[src/rtl/hdlc_rx_pkg.sv]
package hdlc_rx_pkg;

  // strobes from control to datapath, valid for one cycle
  typedef struct packed {
    logic restart;   // clear bit counter and CRC (flag or mode change)
    logic push;      // shift a destuffed bit into the delay line
    logic emit;      // move one bit into the byte assembler
    logic wrByte;    // write a byte to the FIFO next cycle
    logic endFrame;  // good-close status
    logic endAbort;  // abort status
  } rxCtl_t;

endpackage

[src/rtl/hdlc_rx_dpath.sv]
module hdlc_rx_dpath
  import hdlc_rx_pkg::*;
#(
  parameter int               BYTE_W    = 8,
  parameter int               DLY       = 7,
  parameter int               HOLD      = 3,
  parameter int               CRC_W     = 16,
  parameter logic [CRC_W-1:0] CRC_POLY  = 16'h8408,
  parameter logic [CRC_W-1:0] CRC_INIT  = 16'hFFFF,
  parameter logic [CRC_W-1:0] CRC_GOOD  = 16'hF0B8,
  parameter logic [BYTE_W-1:0] BCAST    = 8'hFF
) (
  input  logic              clk,
  input  logic              rstN,
  input  logic              bitIn,
  input  logic              bypass,
  input  logic [BYTE_W-1:0] ownAddr,
  input  rxCtl_t            ctl,
  output logic              byteReady,
  output logic              addrHit,
  output logic [BYTE_W-1:0] wrData,
  output logic              wrEn,
  output logic              statValid,
  output logic              statCrcOk,
  output logic              statAbort
);

  localparam int CNT_W = $clog2(BYTE_W);
  localparam logic [CNT_W-1:0] LAST_BIT = CNT_W'(BYTE_W - 1);

  logic [DLY-1:0]    dlyLine;
  logic [BYTE_W-1:0] shReg;
  logic [CNT_W-1:0]  bitCnt;
  logic [CRC_W-1:0]  crc;
  logic [BYTE_W-1:0] hold [HOLD];

  logic              srcBit;
  logic [BYTE_W-1:0] newByte;
  logic [CRC_W-1:0]  crcNext;
  logic              aligned;

  always_comb begin
    srcBit    = bypass ? bitIn : dlyLine[DLY-1];
    newByte   = {srcBit, shReg[BYTE_W-1:1]};
    byteReady = ctl.emit && (bitCnt == LAST_BIT);
    addrHit   = (newByte == ownAddr) || (newByte == BCAST);
    crcNext   = (crc >> 1) ^ ((crc[0] ^ srcBit) ? CRC_POLY : '0);
    aligned   = (bitCnt == '0);
  end

  always_ff @(posedge clk or negedge rstN) begin
    if (!rstN) begin
      dlyLine <= '0;
      shReg   <= '0;
      bitCnt  <= '0;
      crc     <= CRC_INIT;
      for (int i = 0; i < HOLD; i++) hold[i] <= '0;
    end else begin
      if (ctl.push) dlyLine <= {dlyLine[DLY-2:0], bitIn};
      if (ctl.restart) begin
        bitCnt <= '0;
        crc    <= CRC_INIT;
      end else if (ctl.emit) begin
        shReg  <= newByte;
        bitCnt <= (bitCnt == LAST_BIT) ? '0 : bitCnt + 1'b1;
        crc    <= crcNext;
        if (byteReady && !bypass) begin
          for (int i = HOLD - 1; i > 0; i--) hold[i] <= hold[i-1];
          hold[0] <= newByte;
        end
      end
    end
  end

  // registered FIFO-side outputs
  always_ff @(posedge clk or negedge rstN) begin
    if (!rstN) begin
      wrData    <= '0;
      wrEn      <= 1'b0;
      statValid <= 1'b0;
      statCrcOk <= 1'b0;
      statAbort <= 1'b0;
    end else begin
      wrEn      <= ctl.wrByte;
      wrData    <= bypass ? newByte : hold[HOLD-1];
      statValid <= ctl.endFrame || ctl.endAbort;
      statCrcOk <= ctl.endFrame && (crc == CRC_GOOD) && aligned;
      statAbort <= ctl.endAbort;
    end
  end

endmodule

[src/rtl/hdlc_rx_ctrl.sv]
module hdlc_rx_ctrl
  import hdlc_rx_pkg::*;
#(
  parameter int DLY  = 7,
  parameter int HOLD = 3
) (
  input  logic   clk,
  input  logic   rstN,
  input  logic   bitIn,
  input  logic   bitValid,
  input  logic   bypass,
  input  logic   byteReady,
  input  logic   addrHit,
  output rxCtl_t ctl
);

  localparam int MIN_LEN = HOLD + 1;
  localparam int CNT_W   = $clog2(MIN_LEN + 1);
  localparam int FILL_W  = $clog2(DLY + 1);
  localparam int ONES_W  = 3;
  localparam logic [CNT_W-1:0]  HOLD_C   = CNT_W'(HOLD);
  localparam logic [CNT_W-1:0]  MIN_C    = CNT_W'(MIN_LEN);
  localparam logic [FILL_W-1:0] FILL_MAX = FILL_W'(DLY);
  localparam logic [ONES_W-1:0] STUFF_AT = 3'd5;
  localparam logic [ONES_W-1:0] FLAG_AT  = 3'd6;
  localparam logic [ONES_W-1:0] SAT_AT   = 3'd7;

  logic              bypassQ;
  logic              inFrame;
  logic              match;
  logic [ONES_W-1:0] ones;
  logic [FILL_W-1:0] fill;
  logic [CNT_W-1:0]  byteCnt;

  logic modeChg, framedBit, isFlag, isAbort, pushBit, endOk;

  always_comb begin
    modeChg   = bypass ^ bypassQ;
    framedBit = bitValid && !bypass && !modeChg;
    isFlag    = framedBit && !bitIn && (ones == FLAG_AT);
    isAbort   = framedBit &&  bitIn && (ones == FLAG_AT);
    pushBit   = framedBit && (bitIn ? (ones < FLAG_AT) : (ones < STUFF_AT));
    endOk     = isFlag && inFrame && match && (byteCnt >= MIN_C);

    ctl          = '0;
    ctl.restart  = modeChg || isFlag;
    ctl.push     = pushBit;
    ctl.emit     = (pushBit && inFrame && (fill == FILL_MAX)) ||
                   (bitValid && bypass && !modeChg);
    ctl.wrByte   = bypass ? byteReady
                          : ((byteReady && match && (byteCnt >= HOLD_C)) || endOk);
    ctl.endFrame = endOk;
    ctl.endAbort = isAbort && inFrame && match;
  end

  always_ff @(posedge clk or negedge rstN) begin
    if (!rstN) begin
      bypassQ <= 1'b0;
      inFrame <= 1'b0;
      match   <= 1'b0;
      ones    <= '0;
      fill    <= '0;
      byteCnt <= '0;
    end else if (modeChg) begin
      bypassQ <= bypass;
      inFrame <= 1'b0;
      match   <= 1'b0;
      ones    <= '0;
      fill    <= '0;
      byteCnt <= '0;
    end else if (framedBit) begin
      ones <= bitIn ? ((ones == SAT_AT) ? ones : ones + 1'b1) : '0;
      if (isFlag) begin
        inFrame <= 1'b1;
        fill    <= '0;
        byteCnt <= '0;
        match   <= 1'b0;
      end else if (isAbort) begin
        inFrame <= 1'b0;
        byteCnt <= '0;
        match   <= 1'b0;
      end else if (pushBit) begin
        if (fill != FILL_MAX) fill <= fill + 1'b1;
        if (byteReady) begin
          if (byteCnt != MIN_C) byteCnt <= byteCnt + 1'b1;
          if (byteCnt == '0) match <= addrHit;
        end
      end
    end
  end

endmodule

[src/rtl/hdlc_rx_filter.sv]
module hdlc_rx_filter
  import hdlc_rx_pkg::*;
#(
  parameter int BYTE_W    = 8,
  parameter int FCS_BYTES = 2
) (
  input  logic              clk,
  input  logic              rstN,
  input  logic              bitIn,
  input  logic              bitValid,
  input  logic              bypass,
  input  logic [BYTE_W-1:0] ownAddr,
  output logic [BYTE_W-1:0] wrData,
  output logic              wrEn,
  output logic              statValid,
  output logic              statCrcOk,
  output logic              statAbort
);

  // bits pushed before a flag is recognised: its leading 0 and six 1s
  localparam int FLAG_DLY = 7;
  localparam int HOLD     = FCS_BYTES + 1;

  rxCtl_t ctl;
  logic   byteReady;
  logic   addrHit;

  hdlc_rx_ctrl #(.DLY(FLAG_DLY), .HOLD(HOLD)) ctrlU (
    .clk       (clk),
    .rstN      (rstN),
    .bitIn     (bitIn),
    .bitValid  (bitValid),
    .bypass    (bypass),
    .byteReady (byteReady),
    .addrHit   (addrHit),
    .ctl       (ctl)
  );

  hdlc_rx_dpath #(.BYTE_W(BYTE_W), .DLY(FLAG_DLY), .HOLD(HOLD)) dpathU (
    .clk       (clk),
    .rstN      (rstN),
    .bitIn     (bitIn),
    .bypass    (bypass),
    .ownAddr   (ownAddr),
    .ctl       (ctl),
    .byteReady (byteReady),
    .addrHit   (addrHit),
    .wrData    (wrData),
    .wrEn      (wrEn),
    .statValid (statValid),
    .statCrcOk (statCrcOk),
    .statAbort (statAbort)
  );

endmodule

[config.mk]
export PLATFORM = sky130hd
export DESIGN_NAME = hdlc_rx_filter
export DESIGN_NICKNAME = d
export VERILOG_FILES = /design/src/rtl/hdlc_rx_pkg.sv /design/src/rtl/hdlc_rx_dpath.sv /design/src/rtl/hdlc_rx_ctrl.sv /design/src/rtl/hdlc_rx_filter.sv
export SDC_FILE = /design/constraint.sdc
export NUM_CORES = 1
export LEC_CHECK = 0
export BUFFER_PORTS_ARGS = -buffer_cell sky130_fd_sc_hd__buf_4
export CAP_MARGIN = 5
export CORE_AREA = 8 8 95 97
export CTS_CLUSTER_DIAMETER = 30
export DETAILED_ROUTE_END_ITERATION = 12
export DIE_AREA = 0 0 103 105
export PLACE_DENSITY = 0.75
export SLEW_MARGIN = 10
export SYNTH_ARGS = -nofsm -noshare
export SYNTH_HDL_FRONTEND = slang
export SYNTH_SLANG_ARGS = --single-unit
[constraint.sdc]
create_clock -name clk -period 4.4 [get_ports clk]
set_input_delay 0.44 -clock clk [delete_from_list [all_inputs] [get_ports clk]]
set_output_delay 0.44 -clock clk [all_outputs]
set_load 0.02 [all_outputs]
Yosys cells after proc, flatten, opt, wreduce, memory -nomap -nowiden
Cells that the tools add are included.
Storage, ports and cells
  bits of input ports: 13
  register bits: 82
Operators by class
  bitwise operators: 4
  equal/unequal tests: 11
  add/subtract/negate cells: 4
  order comparisons: 4
  multiplexer cells: 38
  reductions and logical operators: 48
Operators with widths (number)
  $mux W3: 20
  $mux W16: 3
  $logic_and A1 B1 Y1: 22
  $eq A16 B16 Y1 const B: 1
  $reduce_bool A4 Y1: 4
  $xor A15 B16 Y16: 1
  $mux W1: 14
  $add A3 B1 Y3 const B: 4
  $eq A3 B3 Y1 const B: 4
  $reduce_and A4 Y1: 3
  $reduce_bool A3 Y1: 3
  $eq A8 B8 Y1: 1
  $eq A8 B8 Y1 const B: 1
  $mux W8: 1
  $logic_not A3 Y1: 2
  $lt A3 B3 Y1 const B: 2
  $ne A3 B3 Y1 const B: 2
  $reduce_and A2 Y1: 3
  $logic_or A1 B1 Y1: 5
  $reduce_bool A2 Y1: 2
  $ge A3 B2 Y1 const B: 1
  $ge A3 B3 Y1 const B: 1
  $logic_not A1 Y1: 3
  $ne A3 B1 Y1 const B: 1
  4 further kinds: 5

Depth between registers and ports, before layout
Gate-level depths: netlist (run 1).
  depth after elaboration: 14
  gate-level depth with buffers: 10
  gate-level depth less buffers: 7

Hierarchy
From an unflattened synthesis (run 1), not the netlist that was laid out.
Unflattened totals
  cells, all modules: 308
  area, all modules: 3741.1 um2
Modules (own cells, without submodules)
  hdlc_rx_dpath: cells an instance 215, instances 1, area an instance 2892.8 um2
  hdlc_rx_ctrl: cells an instance 93, instances 1, area an instance 848.3 um2

Worst setup path after synthesis (run 1)
No wires, ideal clock.
  kind: reg-to-reg
  start point: reg ctrlU.ones[0]
  end point: reg dpathU.shReg[1]
  path buffers: 2
  required time: 4.275 ns
  data arrival time: 1.981 ns
  stages on the path, launching flop included: 10
  library setup time: 0.125 ns
  path slack: 2.294 ns
  cells stage by stage: dfrtp_1 -> inv_1 -> ha_1 -> nand2_1 -> o31a_1 -> or2_2 -> buf_2 -> nand2_1 -> buf_4 -> mux2_2
Between the ends
  cells in the longest elaborated chain, start to end: 7
  elaborated cells between the ends (all ways): 12
Ends and longest elaborated chain
  start, declared: RTL line hdlc_rx_ctrl.sv:31  | logic [ONES_W-1:0] ones;
  start signal, assigned: RTL line hdlc_rx_ctrl.sv:72  | ones <= bitIn ? ((ones == SAT_AT) ? ones : ones + 1'b1) : '0;
  $lt A3 B3 Y1: RTL line hdlc_rx_ctrl.sv:42  | pushBit = framedBit && (bitIn ? (ones < FLAG_AT) : (ones < STUFF_AT));
  $mux W1: RTL line hdlc_rx_ctrl.sv:42
  $logic_and A1 B1 Y1: RTL line hdlc_rx_ctrl.sv:42
  $logic_and A1 B1 Y1 (2 in a row): RTL line hdlc_rx_ctrl.sv:48  | ctl.emit = (pushBit && inFrame && (fill == FILL_MAX)) ||
  $logic_or A1 B1 Y1: RTL line hdlc_rx_ctrl.sv:48
  $reduce_and A2 Y1 (no line) (*)
  end signal, assigned: RTL line hdlc_rx_dpath.sv:64  | shReg <= newByte;
  end, declared: RTL line hdlc_rx_dpath.sv:32  | logic [BYTE_W-1:0] shReg;
Every way passes the cells marked *; elsewhere a longest branch is shown, timed or not.
A chain may end at the register's enable or synchronous reset.

Worst setup path after layout (run 1)
  start point: reg ctrlU.ones[0]
  end point: reg dpathU.shReg[6]
The elaborated chain is that of the path after synthesis.

==> reports/qor.yml, run 1 <==
htreeDepth: 3
clock-skew-final_ns: 0.00984
cts_resized: 0
cap_violations: 0
postCtsSetupBuffers: 0
vdd_ir_drop_max_mv: 0.155
cts_root_buf: "clkbuf_8"
critical_path_peak_fanout: 21
crit_required_ns: 4.63
cts_hold_buf: 0
worst_pin_slew_ns: 0.969
final_common_cell: "dfrtp_1"
wl_met1_um: 2990
synth_edf_count: 0
setup.worst_path.end_class: "flop"
cts_buffers: 9
io_buffers: 24
synthMuxAreaShare: 0.172
antenna_cells: 0
wl_met2_um: 2920
worstPathCellList: "inv_1 -> ha_1 -> nand2_1 -> o31a_1 -> or2_2 -> nand2_1 -> mux2_2"
vias: 2158
top_layer: "met4"
grt_setup_unrepaired: "false"
power.density_mw_per_mm2: 378
drive_above_1_share: 0.350
cts_tree: "done"
fmax_mhz: 394
reg2regPathDepth: 7
fp.dieH_um: 105
synth_fa_ha_area_frac: 0.0373
die_x_um: 103
regArea_mm2: 0.00205
netlist_instances: 279
worstSkewPairLatency_ns: 0.35
track_usage: 0.129
fin_nets: 325
avgRoutedWirePerCell_um: 15.3
fin_crit_ns: 2.54
grt_pass1_vias: 2234
crit_path_start_kind: "flop"
synth_top_family_by_area: "multiplexers"
ios: 25
finalWorstSetupSlack_ns: 1.86
r2r_end: "dpathU.shReg[6]"
finalCritPeriodShare: 0.577
start_util: 0.490
fillCellCount: 653
drt_pre_antenna_iters: 4
stdcell_area_mm2: 0.00411
finalPower_mw: 1.56
hold_violations: 0
syn_avg_cell_area_um2: 13.2
max_slew_margin: 0.354
placementRows: 32
netlist_area_mm2: 0.00369
drt_iter0_drc: 91
crit_slowest_cell: "nand2_1"
areaGrowthSynthToFinish_pct: 11.4
cp.arrival_ns: 2.77
core_area_mm2: 0.00753
status: "completed"
drt-vias-per-instance: 5.29
synth-main-ff-cell: "dfrtp_1"
grt-ovfl-total: 0
grt_max_degree: 82
finalSetupViolCount: 0
synth-simple-area-share: 0.0837
clock_sinks: 81
die_area_mm2: 0.0108
rr_startpoint: "ctrlU.ones[0]"
gp_congestion: 0.836
critPathKind: "reg2reg"
clkSlewWorstSetupHoldPaths_ns: 0.08
setup_tns_ns: 0
synth_compound_area_frac: 0.0878
path_buf_inv: 1
fin_util: 0.546
final_cell_mix: "65 x dfrtp_1, 26 x mux2_2, 24 x buf_4, 20 x mux2_4, 19 x o21ai_0"
antenna_found_initial: 0
min_path_type: "in2async"
path_common_cell: "nand2_1"
drv_slew: 0
remaining_drc_errors: 0
multi_input_area_mm2: 0.00150
max_stage_delay_ns: 0.57
cp_top_family: "simple AND/OR/NAND/NOR gates"
ys_seq_area_frac: 0.555
grt_pass1_wl_um: 10900
ys_ff_latch: 81
placed_cell_area_mm2: 0.00390
yosys_warnings: 0
reg2reg_slack_ns: 1.86
synth_cell_types: 44
synth-async-reset-ratio: 1.00
place_ws_ns: 1.65
synth-xor-area-share: 0.0261
clockBufferDepth: 2
routed_wl_um: 6260
power.leakage_nw: 1.99
syn-num-nets: 303
ant_nets: 0
hpwl_um: 4270
met3_length_um: 262
## per-stage QoR
| step | hold slack [ns] | instances |
|---|---|---|
| 2_1_floorplan | 0.144 | 279 |
| 3_3_place_gp | 0.481 | 392 |
| 3_5_place_dp | 0.491 | 392 |
| 4_1_cts | 0.277 | 408 |
| 5_1_grt | 0.324 | 408 |
| 6_report | 0.231 | 408 |
## area by class of cell
type,count,area share
Clock inverter,5,0.0149
Inverter,12,0.0110
Multi-Input combinational cell,173,0.365
Tap cell,102,0.0310
Sequential cell,81,0.498
Timing Repair Buffer,24,0.0438
Clock buffer,11,0.0368
## synthesized netlist by cell type (2+ instances only)
cell / instances / share of area
dfrtp_1: 65 / 0.44
mux2_2: 26 / 0.079
mux2_4: 20 / 0.081
o21ai_0: 19 / 0.026
dfstp_2: 16 / 0.11
o22a_1: 13 / 0.031
nand2_1: 12 / 0.012
ha_1: 11 / 0.037
inv_1: 11 / 0.011
xor2_1: 10 / 0.024
nand3_1: 6 / 0.0081
nor2_1: 6 / 0.0061
buf_6: 5 / 0.015
nand4_1: 5 / 0.0085
a21oi_1: 4 / 0.0054
buf_2: 4 / 0.0054
mux2i_1: 4 / 0.011
nor4_1: 4 / 0.0068
and3_1: 3 / 0.0051
nand3b_1: 3 / 0.0061
nor3_1: 3 / 0.0041
a22o_1: 2 / 0.0047
a31oi_1: 2 / 0.0034
buf_4: 2 / 0.0041
clkbuf_1: 2 / 0.0020
nand2b_1: 2 / 0.0034
or2_2: 2 / 0.0034
## per-layer routing
metal,up-vias,global-route usage
li1,1042,-
met1,1080,0.168
met2,29,0.194
met3,7,0.0478
met4,0,0.0403
met5,-,0
## state kept, by name, indices dropped and copies added (netlist names)
register	cells
dpathU.statCrcOk	1
ctrlU.inFrame	1
dpathU.crc	16
dpathU.shReg	7
dpathU.bitCnt	3
dpathU.wrData	8
dpathU.wrEn	1
ctrlU.fill	3
ctrlU.byteCnt	3
dpathU.hold	24
ctrlU.ones	3
dpathU.dlyLine	7
dpathU.statValid	1
ctrlU.match	1
dpathU.statAbort	1
ctrlU.bypassQ	1
## report_power, final
group | switching (mW) | internal [mW] | total, mW
registers | 0.0420 | 0.795 | 0.837
clock network | 0.267 | 0.296 | 0.563
logic | 0.0796 | 0.0757 | 0.155
## worst register-to-register path: cells and delay by family, from the launching register on
family / cells / cell delay (ns)
flops: 1 / 0.42
fa+ha+maj: 1 / 0.17
mux: 1 / 0.42
buf+inv: 1 / 0.07
simple gates: 3 / 1.03
compound gates: 1 / 0.31
## worst max path at each step
stage | slack [ns] | startpoint | to | cells past startpoint
2_1_floorplan | 2.29 | ctrlU.ones[0] | dpathU.shReg[1] | 9
3_3_place_gp | 1.72 | bypass | dpathU.shReg[1] | 6
3_5_place_dp | 1.65 | bypass | dpathU.shReg[6] | 6
4_1_cts | 1.85 | ctrlU.ones[0] | dpathU.shReg[6] | 7
5_1_grt | 1.73 | ctrlU.ones[0] | dpathU.shReg[6] | 7
6_report | 1.86 | ctrlU.ones[0] | dpathU.shReg[6] | 7
## logic make-up after synthesis
kind of cell             count (synthesis)
XOR/XNOR                                11
flip-flops                              81
buffers and inverters                   25
multiplexers                            50
adder cells (fa/ha/maj)                 11
AND/OR/NAND/NOR                         53
AO/OA/AOI/OAI                           48
No activity file was read; power rests on OpenSTA's default activity.
==> inputs of run 2 (changes only) <==
- clock period: 4.4 -> 2.4 ns (I/O delays scaled with it)
==> run 2 against run 1 <==
- sequential power up 83%
- via count up 2.2%
- total power up 83%
- design area up 1.1%
- global-route usage about the same
- count of clock-buffer cells in the layout up 4
- cell count up 0.98%
- clock skew about the same
- maximum frequency up 16%
- combinational power up 87%
==> reports/qor.yml, run 2 (synthesis results as in run 1) <==
status: "completed"  # unchanged
placementRows: 32  # unchanged
cts_tree: "done"  # unchanged
reg2regPathDepth: 7  # unchanged
stdcell_count: 412  # was 408
clock-skew-final_ns: 0.00984  # about the same
grt_pass1_wl_um: 11000  # was 10900 um
die_x_um: 103  # unchanged
drt-vias-per-instance: 5.35  # was 5.29
core_area_mm2: 0.00753  # unchanged
vias: 2205  # was 2158
crit_path_start_kind: "flop"  # unchanged
drt_iter0_drc: 88  # was 91
cp.arrival_ns: 2.44  # was 2.77 ns
placed_cell_area_mm2: 0.00394  # was 0.00390 mm2
crit_required_ns: 2.64  # was 4.63 ns
critical_path_peak_fanout: 8  # was 21
start_util: 0.490  # unchanged
hold_violations: 0  # unchanged
grt_setup_unrepaired: "false"  # unchanged
finalPower_mw: 2.84  # was 1.56 mW
regArea_mm2: 0.00205  # unchanged
remaining_drc_errors: 0  # unchanged
hpwl_um: 4480  # was 4270 um
cts_root_buf: "clkbuf_8"  # unchanged
areaGrowthSynthToFinish_pct: 12.7  # was 11.4%
max_stage_delay_ns: 0.42  # was 0.57 ns
power.leakage_nw: 2.02  # was 1.99 nW
die_area_mm2: 0.0108  # unchanged
grt-ovfl-total: 0  # unchanged
dp.cells: 396  # was 392
stdcell_area_mm2: 0.00416  # was 0.00411 mm2
postCtsSetupBuffers: 0  # unchanged
fin_crit_ns: 2.19  # was 2.54 ns
fillCellCount: 643  # was 653
worstPathCellList: "inv_1 -> ha_1 -> nand2_1 -> o31a_1 -> or2_2 -> nand2_2 -> mux2_2"  # was inv_1 -> ha_1 -> nand2_1 -> o31a_1 -> or2_2 -> nand2_1 -> mux2_2
cts_buffers: 9  # unchanged
reg2reg_slack_ns: 0.21  # was 1.86 ns
ant_nets: 0  # unchanged
critPathKind: "reg2reg"  # unchanged
regMostFlops: "dpathU.hold"  # unchanged
largest_register_ffs: 24  # unchanged
setup_tns_ns: 0  # unchanged
final_cell_mix: "65 x dfrtp_1, 27 x buf_4, 26 x mux2_2, 20 x mux2_4, 19 x o21ai_0"  # was 65 x dfrtp_1, 26 x mux2_2, 24 x buf_4, 20 x mux2_4, 19 x o21ai_0
ios: 25  # unchanged
antenna_cells: 0  # unchanged
path_buf_inv: 1  # unchanged
final_common_cell: "dfrtp_1"  # unchanged
clockBufferDepth: 2  # unchanged
drv_slew: 0  # unchanged
worstSkewPairLatency_ns: 0.35  # about the same
drt_pre_antenna_iters: 4  # unchanged
htreeDepth: 3  # unchanged
io_buffers: 24  # unchanged
drive_above_1_share: 0.355  # was 0.350
track_usage: 0.130  # was 0.129
finalSetupViolCount: 0  # unchanged
cap_violations: 0  # unchanged
clkSlewWorstSetupHoldPaths_ns: 0.08  # about the same
vdd_ir_drop_max_mv: 0.302  # was 0.155 mV
worst_pin_slew_ns: 0.976  # was 0.969 ns
cp_top_family: "simple AND/OR/NAND/NOR gates"  # unchanged
grt_max_degree: 82  # unchanged
fin_nets: 329  # was 325
setup.worst_path.end_class: "flop"  # unchanged
r2r_end: "dpathU.shReg[5]"  # was dpathU.shReg[6]
fmax_mhz: 456  # was 394 MHz
rr_startpoint: "ctrlU.ones[0]"  # unchanged
cts_resized: 0  # unchanged
power.density_mw_per_mm2: 684  # was 378 mW/mm2
crit_slowest_cell: "dfrtp_1"  # was nand2_1
routed_wl_um: 6470  # was 6260 um
multi_input_area_mm2: 0.00150  # about the same
avgRoutedWirePerCell_um: 15.7  # was 15.3 um
clock_sinks: 81  # unchanged
reg_top3: "dpathU.hold: 24 flops, dpathU.crc: 16 flops, dpathU.wrData: 8 flops"  # unchanged
cts_hold_buf: 0  # unchanged
finalCritPeriodShare: 0.914  # was 0.577
gp_congestion: 0.880  # was 0.836
fp.dieH_um: 105  # unchanged
grt_pass1_vias: 2236  # was 2234
max_slew_margin: 0.349  # was 0.354
antenna_found_initial: 0  # unchanged
min_path_type: "in2async"  # unchanged
run 2: cell count changes in the layout (fill, tap and decap cells not counted), sizes merged:
| cell | before | now |
|---|---|---|
| inv | 13 | 12 |
| clkbuf | 11 | 15 |
| bufinv | 1 | 0 |
| clkinv | 3 | 1 |
| buf | 24 | 28 |
run 2: worst max-delay path by stage:
stage	start	cells past startpoint	to	slack, ns
floorplan	ctrlU.ones[0]	9	dpathU.shReg[1]	0.29
global placement	ctrlU.ones[0]	7	dpathU.shReg[3]	0.18
detailed placement	ctrlU.ones[0]	7	dpathU.shReg[6]	0.16
CTS	ctrlU.ones[0]	7	dpathU.shReg[5]	0.09
global route	ctrlU.ones[0]	8	dpathU.bitCnt[0]	0.05
finish	ctrlU.ones[0]	7	dpathU.shReg[5]	0.21
run 2: routing by layer:
metal / up-vias / global-route usage / wire length, um
met3: 8 / 0.0431 / 294
li1: 1050 / - / -
met5: - / 0 / 0
met4: 0 / 0.0445 / 95
met2: 38 / 0.203 / 3150
met1: 1109 / 0.163 / 2940
run 2: power by group:
part | leakage [nW] | switching (mW) | internal [mW]
combinational | 0.853 | 0.148 | 0.142
clock | 0.110 | 0.461 | 0.558
sequential | 1.06 | 0.0764 | 1.46
run 2: through the flow:
stage | hold slack (ns) | utilization | worst slack [ns]
global route | 0.128 | 0.553 | 0.0480
CTS | 0.0809 | 0.552 | 0.0890
floorplan | -0.0556 | - | 0.294
detailed placement | 0.456 | 0.524 | 0.160
finish | 0.0433 | 0.553 | 0.206
global placement | 0.452 | 0.524 | 0.183
run 2: worst reg2reg max path, cell delays in order, from the launching register on:
cell     delay (ns)
dfrtp_1        0.42
inv_1          0.08
ha_1           0.20
nand2_1        0.11
o31a_1         0.31
or2_2          0.38
nand2_2        0.21
mux2_2         0.37
run 2: layout make-up:
type,count,area share
Sequential cell,81,0.492
Multi-Input combinational cell,173,0.361
Timing Repair Buffer,28,0.0536
Clock buffer,15,0.0502
Tap cell,102,0.0307
Inverter,12,0.0108
Clock inverter,1,0.00120
==> inputs of run 3 (changes only) <==
--- a/config.mk
+++ b/config.mk
@@ -6,4 +6,5 @@
 export NUM_CORES = 1
 export LEC_CHECK = 0
+export ABC_CLOCK_PERIOD_IN_PS = 2400
 export BUFFER_PORTS_ARGS = -buffer_cell sky130_fd_sc_hd__buf_4
 export CAP_MARGIN = 5
==> constraint.sdc (replaced) <==
create_clock -name clk -period 2.4 [get_ports clk]
set_input_delay 0.48 -clock clk [delete_from_list [all_inputs] [get_ports clk]]
set_output_delay 0.48 -clock clk [all_outputs]
set_load 0.02 [all_outputs]
==> run 3 against run 2 <==
- flip-flop and latch count unchanged
- via count up 2.0%
- cell count up 1.5%
- count of clock-buffer cells in the layout down 2
- design area up 0.24%
- combinational power up 4%
- sequential share of layout area down 0.12 points
- critical path type unchanged
- critical endpoint unchanged
- largest power group unchanged
==> reports/qor.yml, run 3 (synthesis results as in run 1) <==
track_usage: 0.135  # was 0.130
hold_violations: 0  # unchanged
antenna_cells: 0  # unchanged
areaGrowthSynthToFinish_pct: 12.9  # was 12.7%
clock-skew-final_ns: 0.00940  # was 0.00984 ns
hpwl_um: 4800  # was 4480 um
setup_tns_ns: 0  # unchanged
max_stage_delay_ns: 0.43  # was 0.42 ns
avgRoutedWirePerCell_um: 15.8  # was 15.7 um
worstSkewPairLatency_ns: 0.34  # was 0.35 ns
drt_pre_antenna_iters: 4  # unchanged
ant_nets: 0  # unchanged
fin_crit_ns: 2.14  # was 2.19 ns
power.density_mw_per_mm2: 644  # was 684 mW/mm2
vias: 2250  # was 2205
fmax_mhz: 468  # was 456 MHz
antenna_found_initial: 0  # unchanged
io_buffers: 24  # unchanged
finalPower_mw: 2.69  # was 2.84 mW
status: "completed"  # unchanged
dp.cells: 402  # was 396
reg_top3: "dpathU.hold: 24 flops, dpathU.crc: 16 flops, dpathU.wrData: 8 flops"  # unchanged
worst_pin_slew_ns: 0.410  # was 0.976 ns
cts_buffers: 9  # unchanged
largest_register_ffs: 24  # unchanged
clock_sinks: 81  # unchanged
die_x_um: 103  # unchanged
min_path_type: "in2async"  # unchanged
drv_slew: 0  # unchanged
core_area_mm2: 0.00753  # unchanged
cp.arrival_ns: 2.36  # was 2.44 ns
clockBufferDepth: 2  # unchanged
cts_root_buf: "clkbuf_8"  # unchanged
ios: 25  # unchanged
finalCritPeriodShare: 0.890  # was 0.914
stdcell_count: 418  # was 412
htreeDepth: 3  # unchanged
max_slew_margin: 0.719  # was 0.349
drive_above_1_share: 0.364  # was 0.355
grt-ovfl-total: 0  # unchanged
placementRows: 32  # unchanged
crit_slowest_cell: "dfrtp_1"  # unchanged
drt_iter0_drc: 80  # was 88
gp_congestion: 0.882  # was 0.880
setup.worst_path.end_class: "flop"  # unchanged
final_cell_mix: "65 x dfrtp_1, 32 x buf_4, 26 x mux2_2, 20 x mux2_4, 19 x o21ai_0"  # was 65 x dfrtp_1, 27 x buf_4, 26 x mux2_2, 20 x mux2_4, 19 x o21ai_0
fin_nets: 335  # was 329
cts_hold_buf: 0  # unchanged
power.leakage_nw: 2.03  # was 2.02 nW
crit_path_start_kind: "flop"  # unchanged
finalSetupViolCount: 0  # unchanged
cap_violations: 0  # unchanged
grt_max_degree: 33  # was 82
cts_tree: "done"  # unchanged
drt-vias-per-instance: 5.38  # was 5.35
grt_pass1_vias: 2371  # was 2236
remaining_drc_errors: 0  # unchanged
grt_setup_unrepaired: "false"  # unchanged
clkSlewWorstSetupHoldPaths_ns: 0.08  # about the same
worstPathCellList: "inv_1 -> ha_1 -> nand2_1 -> o31a_1 -> or2_2 -> nand2_2 -> mux2_2"  # unchanged
final_common_cell: "dfrtp_1"  # unchanged
die_area_mm2: 0.0108  # unchanged
rr_startpoint: "ctrlU.ones[0]"  # unchanged
vdd_ir_drop_max_mv: 0.261  # was 0.302 mV
postCtsSetupBuffers: 0  # unchanged
routed_wl_um: 6600  # was 6470 um
fin_util: 0.554  # was 0.553
startpoint: "ctrlU.ones[0]"  # unchanged
grt_pass1_wl_um: 11500  # was 11000 um
critical_path_peak_fanout: 8  # unchanged
fp.dieH_um: 105  # unchanged
crit_required_ns: 2.62  # was 2.64 ns
regMostFlops: "dpathU.hold"  # unchanged
critPathKind: "reg2reg"  # unchanged
start_util: 0.490  # unchanged
-- run 3: changes by cell type in the layout (fill, tap and decap cells not counted) --
cell / change
buf_12: +1
clkinvlp_4: +1
clkbuf_1: +1
clkbuf_8: -1
clkbuf_16: -2
clkinv_2: +1
buf_4: +5
-- run 3: area by class of cell --
type / instances / area (um2)
Multi-Input combinational cell: 173 / 1500
Fill cell: 660 / 3360
Clock buffer: 13 / 149
Sequential cell: 81 / 2050
Inverter: 12 / 45.0
Clock inverter: 3 / 17.5
Timing Repair Buffer: 34 / 280
Tap cell: 102 / 128
-- run 3: repair_timing --
| item | in CTS | in global routing |
|---|---|---|
| gates resized for setup | 0 | 1 |
| setup endpoints to repair | 0 | 8 |
| hold endpoints to repair | 0 | 0 |
-- run 3: stage by stage --
step | instance area (um2) | setup slack (ns) | hold WS, ns
final | 4170 | 0.263 | 0.0638
after global routing | 4170 | 0.113 | 0.0794
after CTS | 4170 | 0.146 | 0.0665
after detailed placement | 4000 | 0.165 | 0.437
after global placement | 4000 | 0.237 | 0.437
after floorplan | 3690 | 0.294 | 0.184
-- run 3: worst max-delay path, delay by kind of cell, from the launching register on --
family,cells,cell delay (ns)
simple gates,3,0.68
flops,1,0.43
mux,1,0.36
compound gates,1,0.31
fa+ha+maj,1,0.18
buf+inv,1,0.08
-- run 3: per-layer routing --
layer | wire length, um | share of wire | GRT usage
met5 | 0 | 0 | 0
met4 | 101 | 0.015 | 0.0589
met3 | 223 | 0.034 | 0.0272
met2 | 3330 | 0.51 | 0.215
met1 | 2940 | 0.45 | 0.171
-- run 3: report_power, final --
part / switching, mW / leakage, nW / total, mW / internal [mW]
clock network: 0.449 / 0.0834 / 0.851 / 0.402
logic: 0.151 / 0.886 / 0.301 / 0.150
registers: 0.0747 / 1.06 / 1.53 / 1.46
-- run 3: worst paths after layout --
| check | to | slack (ns) | cells after the start |
|---|---|---|---|
| worst max-delay path | dpathU.shReg[5] | 0.26 | 7 |
| worst min-delay path | dpathU.hold[16] | 0.06 | 1 |
| worst max register to register | dpathU.shReg[5] | 0.26 | 7 |
| worst min register to register | dpathU.dlyLine[6] | 0.50 | 1 |
| max in group asynchronous | dpathU.shReg[5] | 1.72 | 2 |
| min in group clk | dpathU.dlyLine[0] | 0.48 | 2 |
